$ cat src/rtl/fbs_pkg.sv
package fbs_pkg;
  localparam logic [7:0] CMD_ERASE_ARM = 8'h20;
  localparam logic [7:0] CMD_ERASE_GO  = 8'hD0;
  localparam logic [7:0] CMD_PROG_ARM  = 8'h40;
  localparam logic [7:0] CMD_STATUS    = 8'h70;
  localparam logic [7:0] CMD_CLEAR     = 8'h50;
  localparam logic [7:0] CMD_ARRAY     = 8'hFF;
  localparam logic [7:0] ST_ERR_MASK   = 8'h38;
  localparam int         ST_READY_BIT  = 7;

  typedef enum logic [1:0] {
    RES_OK      = 2'd0,
    RES_TIMEOUT = 2'd1,
    RES_DEV_ERR = 2'd2,
    RES_VERIFY  = 2'd3
  } fbs_res_e;

  typedef enum logic [3:0] {
    S_IDLE, S_ER_ARM, S_ER_GO, S_PG_ARM, S_PG_GAP, S_PG_DATA,
    S_POLL_CMD, S_POLL_RD, S_CLR, S_RST, S_VFY, S_DONE
  } fbs_state_e;
endpackage

$ cat src/rtl/fbs_gap_timer.sv
module fbs_gap_timer #(
  parameter int CYC = 125,
  localparam int CW = $clog2(CYC + 1)
) (
  input  logic clk_i,
  input  logic rst_ni,
  input  logic start_i,
  output logic expired_o
);
  logic [CW-1:0] cnt_q;

  always_ff @(posedge clk_i or negedge rst_ni) begin
    if (!rst_ni)           cnt_q <= '0;
    else if (start_i)      cnt_q <= CW'(CYC);
    else if (cnt_q != '0)  cnt_q <= cnt_q - 1'b1;
  end

  assign expired_o = (cnt_q == '0);

  a_r5_gap_armed: assert property (@(posedge clk_i) disable iff (!rst_ni)
    start_i |=> !expired_o);
endmodule

$ cat src/rtl/fbs_try_cnt.sv
module fbs_try_cnt #(
  parameter int LIMIT = 1000000,
  localparam int CW = $clog2(LIMIT + 1)
) (
  input  logic clk_i,
  input  logic rst_ni,
  input  logic clr_i,
  input  logic inc_i,
  output logic last_o
);
  logic [CW-1:0] cnt_q;

  always_ff @(posedge clk_i or negedge rst_ni) begin
    if (!rst_ni)     cnt_q <= '0;
    else if (clr_i)  cnt_q <= '0;
    else if (inc_i)  cnt_q <= cnt_q + 1'b1;
  end

  assign last_o = (cnt_q == CW'(LIMIT - 1));

  a_r6_no_overrun: assert property (@(posedge clk_i) disable iff (!rst_ni)
    inc_i |-> !last_o);
endmodule

$ cat src/rtl/fbs_byte_ptr.sv
module fbs_byte_ptr #(
  parameter int N = 8192,
  localparam int IW = $clog2(N)
) (
  input  logic          clk_i,
  input  logic          rst_ni,
  input  logic          clr_i,
  input  logic          inc_i,
  output logic [IW-1:0] idx_o,
  output logic          last_o
);
  always_ff @(posedge clk_i or negedge rst_ni) begin
    if (!rst_ni)     idx_o <= '0;
    else if (clr_i)  idx_o <= '0;
    else if (inc_i)  idx_o <= idx_o + 1'b1;
  end

  assign last_o = (idx_o == IW'(N - 1));

  a_r9_ptr_bound: assert property (@(posedge clk_i) disable iff (!rst_ni)
    inc_i |-> !last_o);
endmodule

$ cat src/rtl/flash_bank_seq.sv
module flash_bank_seq
  import fbs_pkg::*;
#(
  parameter int BANK_BYTES = 8192,
  parameter int NUM_BANKS  = 2,
  parameter int CLK_MHZ    = 125,
  parameter int POLL_MAX   = 1000000,
  localparam int IDX_W  = $clog2(BANK_BYTES),
  localparam int BANK_W = (NUM_BANKS > 1) ? $clog2(NUM_BANKS) : 1,
  localparam int FA_W   = IDX_W + BANK_W
) (
  input  logic              clk_i,
  input  logic              rst_ni,
  input  logic              start_i,
  input  logic [BANK_W-1:0] bank_i,
  input  logic              op_i,
  output logic              busy_o,
  output logic              done_o,
  output logic [1:0]        result_o,
  output logic [IDX_W-1:0]  img_addr_o,
  input  logic [7:0]        img_data_i,
  output logic              fl_wr_o,
  output logic              fl_rd_o,
  output logic [FA_W-1:0]   fl_addr_o,
  output logic [7:0]        fl_wdata_o,
  input  logic              fl_ack_i,
  input  logic [7:0]        fl_rdata_i
);
  fbs_state_e        state_q, state_d;
  logic [BANK_W-1:0] bank_q;
  logic              op_q;
  logic              to_q, err_q, vbad_q;
  logic              set_to, set_err, set_vbad;
  logic              ptr_clr, ptr_inc, ptr_last;
  logic              try_clr, try_inc, try_last;
  logic              gap_start, gap_done;
  logic [IDX_W-1:0]  idx;
  logic [7:0]        vfy_exp;
  logic              accept;

  fbs_byte_ptr #(.N(BANK_BYTES)) u_ptr (
    .clk_i, .rst_ni, .clr_i(ptr_clr), .inc_i(ptr_inc), .idx_o(idx), .last_o(ptr_last)
  );

  fbs_try_cnt #(.LIMIT(POLL_MAX)) u_tries (
    .clk_i, .rst_ni, .clr_i(try_clr), .inc_i(try_inc), .last_o(try_last)
  );

  fbs_gap_timer #(.CYC(CLK_MHZ)) u_gap (
    .clk_i, .rst_ni, .start_i(gap_start), .expired_o(gap_done)
  );

  assign accept  = (state_q == S_IDLE) && start_i;
  assign vfy_exp = op_q ? img_data_i : 8'hFF;

  always_comb begin
    state_d   = state_q;
    ptr_clr   = 1'b0;
    ptr_inc   = 1'b0;
    try_clr   = 1'b0;
    try_inc   = 1'b0;
    gap_start = 1'b0;
    set_to    = 1'b0;
    set_err   = 1'b0;
    set_vbad  = 1'b0;
    unique case (state_q)
      S_IDLE: if (start_i) begin
        ptr_clr = 1'b1;
        state_d = op_i ? S_PG_ARM : S_ER_ARM;
      end
      S_ER_ARM:  if (fl_ack_i) state_d = S_ER_GO;
      S_ER_GO:   if (fl_ack_i) begin try_clr = 1'b1; state_d = S_POLL_CMD; end
      S_PG_ARM:  if (fl_ack_i) begin gap_start = 1'b1; state_d = S_PG_GAP; end
      S_PG_GAP:  if (gap_done) state_d = S_PG_DATA;
      S_PG_DATA: if (fl_ack_i) begin try_clr = 1'b1; state_d = S_POLL_CMD; end
      S_POLL_CMD: if (fl_ack_i) state_d = S_POLL_RD;
      S_POLL_RD: if (fl_ack_i) begin
        if (fl_rdata_i[ST_READY_BIT]) begin
          set_err = |(fl_rdata_i & ST_ERR_MASK);
          if (op_q && !ptr_last) begin
            ptr_inc = 1'b1;
            state_d = S_PG_ARM;
          end else begin
            state_d = S_CLR;
          end
        end else if (try_last) begin
          set_to  = 1'b1;  // abandons remaining bytes
          state_d = S_CLR;
        end else begin
          try_inc = 1'b1;
          state_d = S_POLL_CMD;
        end
      end
      S_CLR: if (fl_ack_i) state_d = S_RST;
      S_RST: if (fl_ack_i) begin ptr_clr = 1'b1; state_d = S_VFY; end
      S_VFY: if (fl_ack_i) begin
        if (fl_rdata_i != vfy_exp) begin
          set_vbad = 1'b1;
          state_d  = S_DONE;
        end else if (ptr_last) begin
          state_d = S_DONE;
        end else begin
          ptr_inc = 1'b1;
        end
      end
      S_DONE:  state_d = S_IDLE;
      default: state_d = S_IDLE;
    endcase
  end

  always_ff @(posedge clk_i or negedge rst_ni) begin
    if (!rst_ni) begin
      state_q <= S_IDLE;
      bank_q  <= '0;
      op_q    <= 1'b0;
      to_q    <= 1'b0;
      err_q   <= 1'b0;
      vbad_q  <= 1'b0;
    end else begin
      state_q <= state_d;
      if (accept) begin
        bank_q <= bank_i;
        op_q   <= op_i;
        to_q   <= 1'b0;
        err_q  <= 1'b0;
        vbad_q <= 1'b0;
      end else begin
        to_q   <= to_q   | set_to;
        err_q  <= err_q  | set_err;
        vbad_q <= vbad_q | set_vbad;
      end
    end
  end

  always_comb begin
    fl_wr_o    = 1'b0;
    fl_rd_o    = 1'b0;
    fl_wdata_o = 8'h00;
    fl_addr_o  = {bank_q, {IDX_W{1'b0}}};
    unique case (state_q)
      S_ER_ARM:   begin fl_wr_o = 1'b1; fl_wdata_o = CMD_ERASE_ARM; end
      S_ER_GO:    begin fl_wr_o = 1'b1; fl_wdata_o = CMD_ERASE_GO;  end
      S_PG_ARM:   begin fl_wr_o = 1'b1; fl_wdata_o = CMD_PROG_ARM; fl_addr_o = {bank_q, idx}; end
      S_PG_DATA:  begin fl_wr_o = 1'b1; fl_wdata_o = img_data_i;   fl_addr_o = {bank_q, idx}; end
      S_POLL_CMD: begin fl_wr_o = 1'b1; fl_wdata_o = CMD_STATUS; end
      S_POLL_RD:  fl_rd_o = 1'b1;
      S_CLR:      begin fl_wr_o = 1'b1; fl_wdata_o = CMD_CLEAR; end
      S_RST:      begin fl_wr_o = 1'b1; fl_wdata_o = CMD_ARRAY; end
      S_VFY:      begin fl_rd_o = 1'b1; fl_addr_o = {bank_q, idx}; end
      default: ;
    endcase
  end

  assign img_addr_o = idx;
  assign busy_o     = (state_q != S_IDLE);
  assign done_o     = (state_q == S_DONE);
  assign result_o   = to_q  ? RES_TIMEOUT :
                      err_q ? RES_DEV_ERR :
                      vbad_q ? RES_VERIFY : RES_OK;

  a_r3_one_strobe: assert property (@(posedge clk_i) disable iff (!rst_ni)
    !(fl_wr_o && fl_rd_o));
  a_r3_wr_hold: assert property (@(posedge clk_i) disable iff (!rst_ni)
    (fl_wr_o && !fl_ack_i) |=> fl_wr_o && $stable(fl_addr_o) && $stable(fl_wdata_o));
  a_r3_rd_hold: assert property (@(posedge clk_i) disable iff (!rst_ni)
    (fl_rd_o && !fl_ack_i) |=> fl_rd_o && $stable(fl_addr_o));
  a_r10_done_idle: assert property (@(posedge clk_i) disable iff (!rst_ni)
    done_o |=> !busy_o && !done_o);
  a_r10_req_frozen: assert property (@(posedge clk_i) disable iff (!rst_ni)
    (busy_o && !done_o) |=> $stable(bank_q) && $stable(op_q));
endmodule

$ cat config.mk
export PLATFORM = sky130hd
export DESIGN_NAME = flash_bank_seq
export DESIGN_NICKNAME = d
export VERILOG_FILES = /design/src/rtl/fbs_pkg.sv /design/src/rtl/fbs_gap_timer.sv /design/src/rtl/fbs_try_cnt.sv /design/src/rtl/fbs_byte_ptr.sv /design/src/rtl/flash_bank_seq.sv
export SDC_FILE = /design/constraint.sdc
export NUM_CORES = 1
export LEC_CHECK = 0
export ABC_AREA = 1
export BUFFER_PORTS_ARGS = -buffer_cell sky130_fd_sc_hd__buf_2
export CORE_MARGIN = 4
export CORE_UTILIZATION = 57
export DETAILED_ROUTE_END_ITERATION = 16
export PLACE_DENSITY_LB_ADDON = 0.15
export REMOVE_ABC_BUFFERS = 1
export SETUP_SLACK_MARGIN = 0.05
export SYNTH_ARGS = -nofsm -noshare
export SYNTH_HDL_FRONTEND = slang
export SYNTH_SLANG_ARGS = --single-unit
export TNS_END_PERCENT = 20
$ cat constraint.sdc
create_clock -name clk_i -period 2.21 [get_ports clk_i]
set_input_delay 0.221 -clock clk_i [delete_from_list [all_inputs] [get_ports clk_i]]
set_output_delay 0.221 -clock clk_i [all_outputs]
set_load 0.05 [all_outputs]
# Word level (Yosys, flattened, before mapping)
# Cells that the tools add are included.
op_classes:
  addsub: 3
  eq_ne: 25
  muxes: 60
  bitwise_logic: 3
  reduce_logical: 16
op_table:
  columns: ["operator", "n"]
  rows:
  - ["$mux 4", 15]
  - ["$pmux 8 s7", 1]
  - ["$mux 20", 2]
  - ["$pmux 4 s10", 1]
  - ["$mux 13", 3]
  - ["$mux 1", 29]
  - ["$add 20x1->20 const B", 1]
  - ["$eq 20x20->1 const B", 1]
  - ["$ne 2x2->1 const B", 9]
  - ["$eq 4x3->1 const B", 4]
  - ["$eq 4x4->1 const B", 4]
  - ["$mux 7", 2]
  - ["$add 13x1->13 const B", 1]
  - ["$eq 13x13->1 const B", 1]
  - ["$reduce_and 11->1", 1]
  - ["$eq 4x2->1 const B", 2]
  - ["$mux 2", 4]
  - ["$mux 8", 1]
  - ["$ne 8x8->1", 1]
  - ["$logic_not 7->1", 1]
  - ["$reduce_bool 7->1", 1]
  - ["$reduce_or 7->1", 1]
  - ["$sub 7x1->7 const B", 1]
  - ["$reduce_bool 2->1", 3]
  - ["11 further kinds", 17]
totals:
  reg_bits: 49
  inputBits: 22
  out_inout_bits: 41
  elab_cells: 116

# Logic depth before layout (Yosys ltp)
# Gate-level depths: netlist (run 1).
logic_depth:
  word_depth: 9
  depth_mapped: 13

# By module
# A second synthesis (run 1) with hierarchy kept.
hier_totals:
  cells_unflattened: 530
  area_unflattened_um2: 3540.9
by_module_without_submodules:
  columns: ["module", "instances", "cells_per_inst", "area_per_inst_um2", "seq_area_each_um2"]
  rows:
  - ["fbs_try_cnt", 1, 168, 1186.1, 500.5]
  - ["flash_bank_seq", 1, 212, 1174.9, 225.2]
  - ["fbs_byte_ptr", 1, 101, 768.2, 325.3]
  - ["fbs_gap_timer", 1, 49, 411.6, 175.2]

# Worst setup path after synthesis (run 1)
# No wires, ideal clock.
synth_timing:
  kind: "register -> output"
  startpoint: "register state_q[3]"
  endpoint: "output port fl_wdata_o[0]"
  t_arrival_ns: 2.117
  required_ns: 1.989
  slack_ns: -0.128
  stages_incl_launch_ff: 6
  path_cell_list: "dfrtp_1 inv_2 nand2_2 nor2_1 inv_1 o21ai_0"
synth_via:
  elab_chain_len: 2
synth_lines:
  columns: ["element", "line_no", "text"]
  rows:
  - ["start, declared", "flash_bank_seq.sv:29", "fbs_state_e state_q, state_d;"]
  - ["start signal, assigned", "flash_bank_seq.sv:120", "state_q <= state_d;"]
  - ["$eq 4x4->1 (tied with other cells)", "flash_bank_seq.sv:140", "unique case (state_q)"]
  - ["$pmux 8 s7 (*)", "flash_bank_seq.sv:140", null]
  - ["end, declared", "flash_bank_seq.sv:25", "output logic [7:0] fl_wdata_o,"]
# Every way passes the cells marked *; elsewhere a longest branch is shown, timed or not.

# Worst setup path after layout (run 1)
layout_timing:
  startpoint: "register state_q[0]"
  endpoint: "output port fl_addr_o[7]"
layout_via:
  elab_chain_len: 3
layout_lines:
  columns: ["element", "line_no", "text"]
  rows:
  - ["$eq 4x3->1 (tied with other cells)", "flash_bank_seq.sv:140", null]
  - ["$reduce_or 3->1 (no line) (*)", null, null]
  - ["$mux 13 (*)", "flash_bank_seq.sv:140", null]
  - ["end, declared", "flash_bank_seq.sv:24", "output logic [FA_W-1:0] fl_addr_o,"]
# Marked as above.

==> impl_metrics.ini, run 1 <==
[clocking]
numCtsBuffers = 5
clkSinkCount = 49
cts_root_buf = clkbuf_8
clkTransAtPathRegs_ps = 90
cts_tree = done
clk_latency_ps = 300
cts_buffer_depth = 2
htree_levels = 2

[worst_setup_path]
required_ps = 1990
start_kind = flip-flop
end_kind = output pin
crit_type = flip-flop to output pin
reg2reg_slack_ps = 160
cp.arrival_ps = 1860
crit_path_max_fanout = 7

[sta]
maxSlewHeadroom_pct = 57.3
setup_violations = 0
rsz0062_at_grt = true
drv_slew = 0
timing_hold_violations_final = 0
fin_skew_ps = 10.3
setup_tns_ps = 0
finalCritPeriodShare_pct = 94.1
fmax_mhz = 481
worst_slack_ps = 130
post-route-min-period_ps = 2080
tightest_slew_ps = 641

[drt]
drtIter0Drc = 209
num_vias = 3737
drt_pass1_iterations = 5
route.detailed.drc = 0
drt_wl_total_um = 9210
vias_per_cell = 5.35
drt.antenna.violating_nets = 0
wl_per_cell_um = 13.2

[pwr]
p_per_area_nw_per_um2 = 933
power.share.combinational_pct = 51.4
seq_power_share_pct = 31.6
switching_share_pct = 49.2
power_mw = 3.93
p_leak_nw = 2.36
irDropWorstVdd_v = 0.00102
p_sw_mw = 1.93
p_int_mw = 2.00
clkPwrFrac_pct = 17.0

[logic_synthesis]
synth_top_flop_cell = dfrtp_1
ys_seq_area_share_pct = 33.9
ys_types = 32
yosysTopAreaCellShare_pct = 33.9
synth_seq_cells = 49
syn_area_um2 = 3620
avgSynthCellArea_um2 = 6.56
async_flop_share_pct = 100
synth.area.top_cells = dfrtp_1 34%, nand2_1 17%, nand3_1 9.4%
yosys_warnings = 0
yosysTopAreaCell = dfrtp_1
syn_inst = 551
synth-edff-count = 0

[global_routing]
grt_pass1_wl_um = 15300
grt-ovfl-total = 0
grt_usage_pct = 24.4
antenna_found_initial = 0
grt_pass1_vias = 3364
grt_max_degree = 30

[cells_and_area]
fin_nets = 649
final_util_pct = 69.9
drive_gt1_share_pct = 18.4
area_growth_pct = 16.5
fin_area_um2 = 4210
layout_commonest_cell = nand2_1
fill_cells = 532
layout_common_cells = 161 x nand2_1, 80 x inv_1, 67 x nand3_1, 54 x buf_2, 53 x nor2_1
diodes = 0

[place]
gp_congestion = 0.928
port_buffers = 62
place_ws_ps = 183
hpwlAfterDp_um = 7010
dpl-instance-area_um2 = 3990

[die]
die_w_um = 87.6
dieArea_um2 = 7680
core-area_um2 = 6030
rows = 28
ioPinCount = 63
start_util_pct = 60.0
die_y_um = 87.6

[status]
outcome = finished, final reports clean

[worst_hold_path]
hold_class = primary input to flip-flop

[run]
drv.max_cap_violation_count = 0
-- worst max-delay path, cell delays in order (launching register included) --
cell and delay [ps]:
dfrtp_1 410, buf_4 160, nor2_1 180, nand2_2 150
nand3_2 150, clkbuf_4 180, nand2_1 60, inv_1 50
clkbuf_4 220
-- registers in the layout, summed over array words and instances (netlist names) --
signal,count
u_gap.cnt_q,7
bank_q,1
u_ptr.idx_o,13
vbad_q,1
err_q,1
to_q,1
op_q,1
state_q,4
u_tries.cnt_q,20
-- power by group through the flow --
stage	registers [mW]	clock network, mW	logic (mW)
after floorplan	1.26	0	1.37
after global placement	1.24	0	1.86
after detailed placement	1.25	0	1.89
after CTS	1.23	0.677	1.91
after global routing	1.27	0.712	2.22
final	1.24	0.667	2.02
-- cells by family (layout without fill, tap and decap cells) --
kind of cell	after synthesis	after routing	synth area share (%)
AO/OA/AOI/OAI	44	44	7.02
buffers and inverters	99	172	11.7
adder cells (fa/ha/maj)	4	4	1.38
AND/OR/NAND/NOR	333	333	40.6
flip-flops	49	49	33.9
XOR/XNOR	22	22	5.33
-- worst paths after layout --
check,start,end,cells past startpoint
max in group asynchronous,rst_ni,u_tries.cnt_q[12],3
min reg2reg,bank_q,bank_q,2
max,state_q[0],fl_addr_o[7],8
min,bank_i,bank_q,3
min in group asynchronous,rst_ni,u_tries.cnt_q[1],2
max reg2reg,u_tries.cnt_q[0],u_tries.cnt_q[3],10
-- Yosys cell counts (all sizes together) (2+ instances only) --
| master | count |
|---|---|
| nand2 | 167 |
| inv | 87 |
| nand3 | 69 |
| nor2 | 61 |
| dfrtp | 49 |
| o21ai | 28 |
| xor2 | 17 |
| nor3 | 14 |
| a21oi | 12 |
| buf | 11 |
| nand4 | 11 |
| nand3b | 8 |
| xnor2 | 5 |
| ha | 4 |
| nor3b | 2 |
-- layout make-up --
type,count,area (um2),share of cell area (%)
multi-input combinational,403,1990,47.2
sequential,49,1230,29.2
timing repair buffer,77,453,10.8
inverter,87,327,7.75
tap,75,93.8,2.23
clock buffer,6,82.6,1.96
clock inverter,2,37.5,0.891
-- through the flow --
stage                     hold WS, ps  instances
after floorplan                 -74.6        539
after global placement            274        685
after detailed placement          275        685
after CTS                         146        694
after global routing              167        699
final                             154        699
-- per-layer routing --
metal / share of wire [%] / vias up / track usage, %
met5: 0 / - / 0
met4: 1.6 / 0 / 8.09
met3: 5.5 / 17 / 3.29
met2: 48 / 129 / 40.3
met1: 45 / 1712 / 32.9
li1: - / 1879 / -
-- timing repair --
action	4_1_cts	5_1_grt
hold buffers	1	0
buffers inserted	0	4
pin swaps	0	2
gates resized for setup	2	23
cloned	0	1
endpoints found under the hold margin	27	0
endpoints found under the setup margin	20	50
No activity file was read; power rests on OpenSTA's default activity.
==> inputs of run 2 (changes only) <==
--- a/config.mk
+++ b/config.mk
@@ -9,11 +9,13 @@
 export BUFFER_PORTS_ARGS = -buffer_cell sky130_fd_sc_hd__buf_2
 export CORE_MARGIN = 4
 export CORE_UTILIZATION = 57
+export CTS_CLUSTER_DIAMETER = 50
 export DETAILED_ROUTE_END_ITERATION = 16
 export PLACE_DENSITY_LB_ADDON = 0.15
 export REMOVE_ABC_BUFFERS = 1
 export SETUP_SLACK_MARGIN = 0.05
 export SYNTH_ARGS = -nofsm -noshare
 export SYNTH_HDL_FRONTEND = slang
+export SYNTH_HIERARCHICAL = 1
 export SYNTH_SLANG_ARGS = --single-unit
 export TNS_END_PERCENT = 20
==> run 2 against run 1 <==
Die area is 1.9% lower; area after synthesis decreased by 2.1%; largest power group unchanged; combinational power grew 40%; final area is 6.8% higher.
==> impl_metrics.ini, run 2 <==
[die]
dieArea_um2 = 7540
die_w_um = 86.8
ioPinCount = 63
core-area_um2 = 5990
die_y_um = 86.8
start_util_pct = 59.1
rows = 28

[worst_setup_path]
crit_path_max_fanout = 3
critPathSlowestCell = dfrtp_1
reg2reg_from = u_ptr/idx_o[0]
endpoint = u_ptr/idx_o[10]
critPathMaxStageDelay_ps = 390
crit_buf_inv = 5
reg2reg_depth = 16
cp.arrival_ps = 2390
crit_path_start = u_ptr/idx_o[0]
path_delay_family = simple AND/OR/NAND/NOR gates
cp_cell_sequence = ha_2 -> nand3_2 -> inv_2 -> nand2_4 -> nor4_4 -> buf_4 -> nor2_4 -> nand3_2 -> a21oi_2 -> buf_6 -> nor2_4 -> buf_6 -> nor2_4 -> buf_6 -> a31oi_1 -> nor2_1
worst-path-stages = 16
r2r-end = u_ptr/idx_o[10]
required_ps = 2410
reg2reg_slack_ps = 20
start_kind = flip-flop
crit_type = flip-flop to flip-flop
end_kind = flip-flop

[logic_synthesis]
async_flop_share_pct = 100
synth_seq_cells = 49
ys_types = 33
synth.area.top_cells = dfrtp_1 35%, nand2_1 16%, inv_1 8.8%
avgSynthCellArea_um2 = 6.68
syn_area_um2 = 3540
synth-edff-count = 0
synth_common_cells = 150 x nand2_1, 83 x inv_1, 65 x nor2_1
ys_seq_area_share_pct = 34.6
yosysTopAreaCellShare_pct = 34.6
synthMostInstantiatedCell = nand2_1
syn_inst = 530
synth_top_flop_cell = dfrtp_1
yosys_warnings = 6
yosysTopAreaCell = dfrtp_1

[sta]
timing_hold_violations_final = 0
tightest_slew_ps = 853
fmax_mhz = 456
finalCritPeriodShare_pct = 99.1
fin_skew_ps = 10.1
post-route-min-period_ps = 2190
hold_ws_ps = 18.2
rsz0062_at_grt = true
maxSlewHeadroom_pct = 43.1
setup_violations = 0
drv_slew = 0

[cells_and_area]
regMostFlops = u_tries/cnt_q
fin_nets = 662
area_growth_pct = 27.0
reg_top3 = u_tries/cnt_q x20, u_ptr/idx_o x13, u_gap/cnt_q x7
layout_common_cells = 143 x nand2_1, 79 x inv_1, 60 x nor2_1, 50 x buf_2, 46 x dfrtp_1
fill_cells = 473
largest_reg_flops = 20
diodes = 0
final_util_pct = 75.1
layout_commonest_cell = nand2_1
drive_gt1_share_pct = 29.2

[place]
hpwlAfterDp_um = 6640
port_buffers = 62
gp_congestion = 0.922

[global_routing]
grt_max_degree = 39
grt-ovfl-total = 0
grt_usage_pct = 24.3
grt_pass1_wl_um = 14900
antenna_found_initial = 0
grt_pass1_vias = 3390

[drt]
drt_wl_total_um = 9420
wl_per_cell_um = 13.2
drt_pass1_iterations = 5
drt.antenna.violating_nets = 0
num_vias = 3799
drtIter0Drc = 274
route.detailed.drc = 0
vias_per_cell = 5.34

[pwr]
clkPwrFrac_pct = 13.2
p_leak_nw = 2.52
p_per_area_nw_per_um2 = 1060
p_sw_mw = 2.45
p_int_mw = 2.33
seq_power_share_pct = 27.5
power.share.combinational_pct = 59.3
switching_share_pct = 51.3
irDropWorstVdd_v = 0.00113

[clocking]
cts_root_buf = clkbuf_8
cts_tree = done
htree_levels = 2
numCtsBuffers = 5
cts_buffer_depth = 2
clk_latency_ps = 300
clkSinkCount = 49
clkTransAtPathRegs_ps = 90

[worst_hold_path]
hold_class = primary input to asynchronous set/reset pin

[status]
outcome = finished, final reports clean

[run]
drv.max_cap_violation_count = 0
==> run 2: through the flow <==
step	area (um2)	total power [mW]	TNS, ps	worst slack, ps	std cells
floorplan	3480	3.23	-4390	-441	523
global placement	4060	3.87	-246	-43.5	683
detailed placement	4060	3.93	-3060	-218	683
CTS	4290	4.61	0	29.9	700
global route	4500	5.11	-650	-96.5	711
finish	4500	4.78	0	19.1	711
==> run 2: layout make-up <==
type	instances	area, um2	area share, %
multi-input combinational	385	2040	45.4
sequential	49	1230	27.3
timing repair buffer	105	691	15.4
inverter	90	338	7.51
tap	75	93.8	2.09
clock buffer	5	68.8	1.53
clock inverter	2	35.0	0.779
==> run 2: logic make-up after synthesis <==
logic type / Yosys count / share of synthesized area [%]
AOI/OAI and AO/OA: 53 / 7.99
xor gates and xnor gates: 3 / 0.742
adders and majority gates: 4 / 1.41
buffers and inverters: 97 / 11.3
DFF: 49 / 34.6
muxes: 1 / 0.424
and+or+nand+nor: 323 / 43.5
==> run 2: power groups by stage <==
stage | clock [mW] | sequential, mW | combinational, mW
after detailed placement | 0 | 1.34 | 2.59
after global placement | 0 | 1.33 | 2.54
after CTS | 0.637 | 1.33 | 2.64
after floorplan | 0 | 1.42 | 1.82
after global routing | 0.674 | 1.34 | 3.09
final | 0.629 | 1.32 | 2.83
==> run 2: worst min-delay path by stage <==
stage,to,start,cells after the start
after CTS,u_tries/cnt_q[11],rst_ni,1
after global placement,u_tries/cnt_q[9],rst_ni,1
after floorplan,bank_q,rst_ni,0
after detailed placement,u_tries/cnt_q[10],rst_ni,1
final,u_tries/cnt_q[11],rst_ni,1
after global routing,u_tries/cnt_q[10],rst_ni,1
==> run 2: timing repair <==
action                                  4_1_cts  5_1_grt
hold endpoints to repair                      0        0
endpoints found under the setup margin       43       45
pin swaps                                    11       30
setup buffers                                 9       11
cloned                                        1        0
hold buffers                                  0        0
resized for setup                            14       45
==> run 2: per-layer routing <==
| layer | wire length (um) | up-vias | GRT usage, % |
|---|---|---|---|
| met5 | 0 | - | 0 |
| met4 | 176 | 0 | 7.22 |
| met3 | 536 | 15 | 2.76 |
| met2 | 4720 | 147 | 41.1 |
| met1 | 3980 | 1750 | 32.6 |
| li1 | - | 1887 | - |
==> inputs of run 3 (changes only) <==
--- a/config.mk
+++ b/config.mk
@@ -8,10 +8,10 @@
 export ABC_AREA = 1
 export BUFFER_PORTS_ARGS = -buffer_cell sky130_fd_sc_hd__buf_2
 export CORE_MARGIN = 4
-export CORE_UTILIZATION = 57
+export CORE_UTILIZATION = 60
 export CTS_CLUSTER_DIAMETER = 50
 export DETAILED_ROUTE_END_ITERATION = 16
-export PLACE_DENSITY_LB_ADDON = 0.15
+export PLACE_DENSITY = 0.85
 export REMOVE_ABC_BUFFERS = 1
 export SETUP_SLACK_MARGIN = 0.05
 export SYNTH_ARGS = -nofsm -noshare
==> constraint.sdc (replaced) <==
create_clock -name clk_i -period 2.8 [get_ports clk_i]
set_input_delay 0.28 -clock clk_i [delete_from_list [all_inputs] [get_ports clk_i]]
set_output_delay 0.28 -clock clk_i [all_outputs]
set_load 0.05 [all_outputs]
==> run 3 against run 2 <==
Clock-buffer cell count rose by 1; sequential share of layout area increased by 3.2 points; clock power fell by 37%; register-to-register slack gained 230 ps; highest routed layer unchanged.
==> impl_metrics.ini, run 3 (same netlist as run 2, synthesis figures left out) <==
[clocking]
clkSinkCount = 49
htree_levels = 2
cts_root_buf = clkbuf_8
numCtsBuffers = 5
cts_buffer_depth = 2
cts_tree = done
ctsHoldBuffers = 0
clk_latency_ps = 300
post-cts-setup-buffer-count = 0
clkTransAtPathRegs_ps = 90

[sta]
fin_skew_ps = 8.65
hold_ws_ps = 176
post-route-min-period_ps = 2550
worst_slack_ps = 253
maxSlewHeadroom_pct = 28.1
tightest_slew_ps = 1080
timing_hold_violations_final = 0
setup_violations = 0
finalCritPeriodShare_pct = 91.0
rsz0062_at_grt = true
setup_tns_ps = 0
drv_slew = 0
fmax_mhz = 393

[worst_setup_path]
end_kind = flip-flop
start_kind = flip-flop
reg2reg_from = u_tries/cnt_q[0]
crit_path_start = u_tries/cnt_q[0]
crit_type = flip-flop to flip-flop
reg2reg_slack_ps = 250
required_ps = 3000
crit_path_max_fanout = 10
cp.arrival_ps = 2740

[die]
dieArea_um2 = 7190
rows = 27
core-area_um2 = 5610
ioPinCount = 63
die_y_um = 84.8
die_w_um = 84.8
start_util_pct = 63.1

[cells_and_area]
fin_nets = 622
final_util_pct = 71.7
fill_cells = 474
largest_reg_flops = 20
layout_common_cells = 150 x nand2_1, 83 x inv_1, 65 x nor2_1, 62 x buf_2, 49 x dfrtp_1
reg_top3 = u_tries/cnt_q x20, u_ptr/idx_o x13, u_gap/cnt_q x7
area_growth_pct = 13.5
register_area_um2 = 1230
diodes = 0
multiInputGateArea_um2 = 1940
drive_gt1_share_pct = 20.1
regMostFlops = u_tries/cnt_q
layout_commonest_cell = nand2_1

[global_routing]
grt_max_degree = 50
grt-ovfl-total = 0
grt_pass1_wl_um = 14400
antenna_found_initial = 0
grt_usage_pct = 23.6
grt_pass1_vias = 3374

[drt]
topRoutingLayerUsed = met4
vias_per_cell = 5.32
num_vias = 3556
drt_pass1_iterations = 5
wl_per_cell_um = 12.2
drt_wl_total_um = 8130
route.detailed.drc = 0
wl_met2_um = 3920
drtIter0Drc = 249
drt.antenna.violating_nets = 0
dr_wl_met3_um = 507
wl_met1_um = 3560

[pwr]
irDropWorstVdd_v = 0.00113
p_leak_nw = 2.27
seq_power_share_pct = 31.0
switching_share_pct = 54.0
power.share.combinational_pct = 57.4
p_int_mw = 1.57
clkPwrFrac_pct = 11.6
p_per_area_nw_per_um2 = 852
p_sw_mw = 1.85

[worst_hold_path]
hold_class = primary input to asynchronous set/reset pin

[place]
hpwlAfterDp_um = 6340
place_ws_ps = 30.4
gp_congestion = 0.911
port_buffers = 62

[run]
drv.max_cap_violation_count = 0

[status]
outcome = finished, final reports clean
run 3: per-stage QoR:
step	cells	power, mW	instance area, um2
final	669	3.42	4020
after global routing	669	3.69	4020
after CTS	669	3.42	4000
after detailed placement	661	3.02	3910
after global placement	661	2.96	3910
after floorplan	523	2.55	3480
run 3: final cells by class:
type                    count  area share, %
clock buffers               6           1.81
clock inverters             2          0.249
multi-input cells         384           48.3
inverters                  90           8.41
well taps                  72           2.24
flip-flops and latches     49           30.5
repair buffers             66           8.47
run 3: layer usage:
| layer | GRT usage, % | vias up |
|---|---|---|
| met4 | 7.05 | 0 |
| met3 | 3.88 | 15 |
| met2 | 41.1 | 133 |
| met5 | 0 | - |
| met1 | 30.1 | 1601 |
| li1 | - | 1807 |
run 3: power groups by stage:
stage | logic, mW | registers (mW) | clock network [mW]
floorplan | 1.43 | 1.12 | 0
global placement | 1.90 | 1.06 | 0
detailed placement | 1.96 | 1.07 | 0
CTS | 1.96 | 1.05 | 0.411
global route | 2.16 | 1.09 | 0.447
finish | 1.96 | 1.06 | 0.399
run 3: path summary, 6_finish.rpt:
path	endpoint	cells past startpoint
setup reg to reg	u_tries/cnt_q[17]	14
setup / recovery	u_tries/cnt_q[17]	14
min in group clk_i	bank_q	2
hold reg to reg	u_gap/cnt_q[0]	2
max in group asynchronous	bank_q	1
hold / removal	u_tries/cnt_q[16]	1
run 3: worst max-delay path, cell delays in order, from the launching register on:
cell and delay (ps):
dfrtp_1 420, ha_1 190, nand2_1 110, nor2_4 150, nand2_1 130, nor4_4 390, inv_1 100, nand3_1 120
nor2_1 110, nor2_4 250, inv_2 100, nand2_1 130, inv_1 70, a21oi_1 130, nor2_1 50
run 3: timing repair:
action,in CTS,in global routing
hold endpoints to repair,0,0
gates resized for setup,1,3
endpoints found under the setup margin,2,20
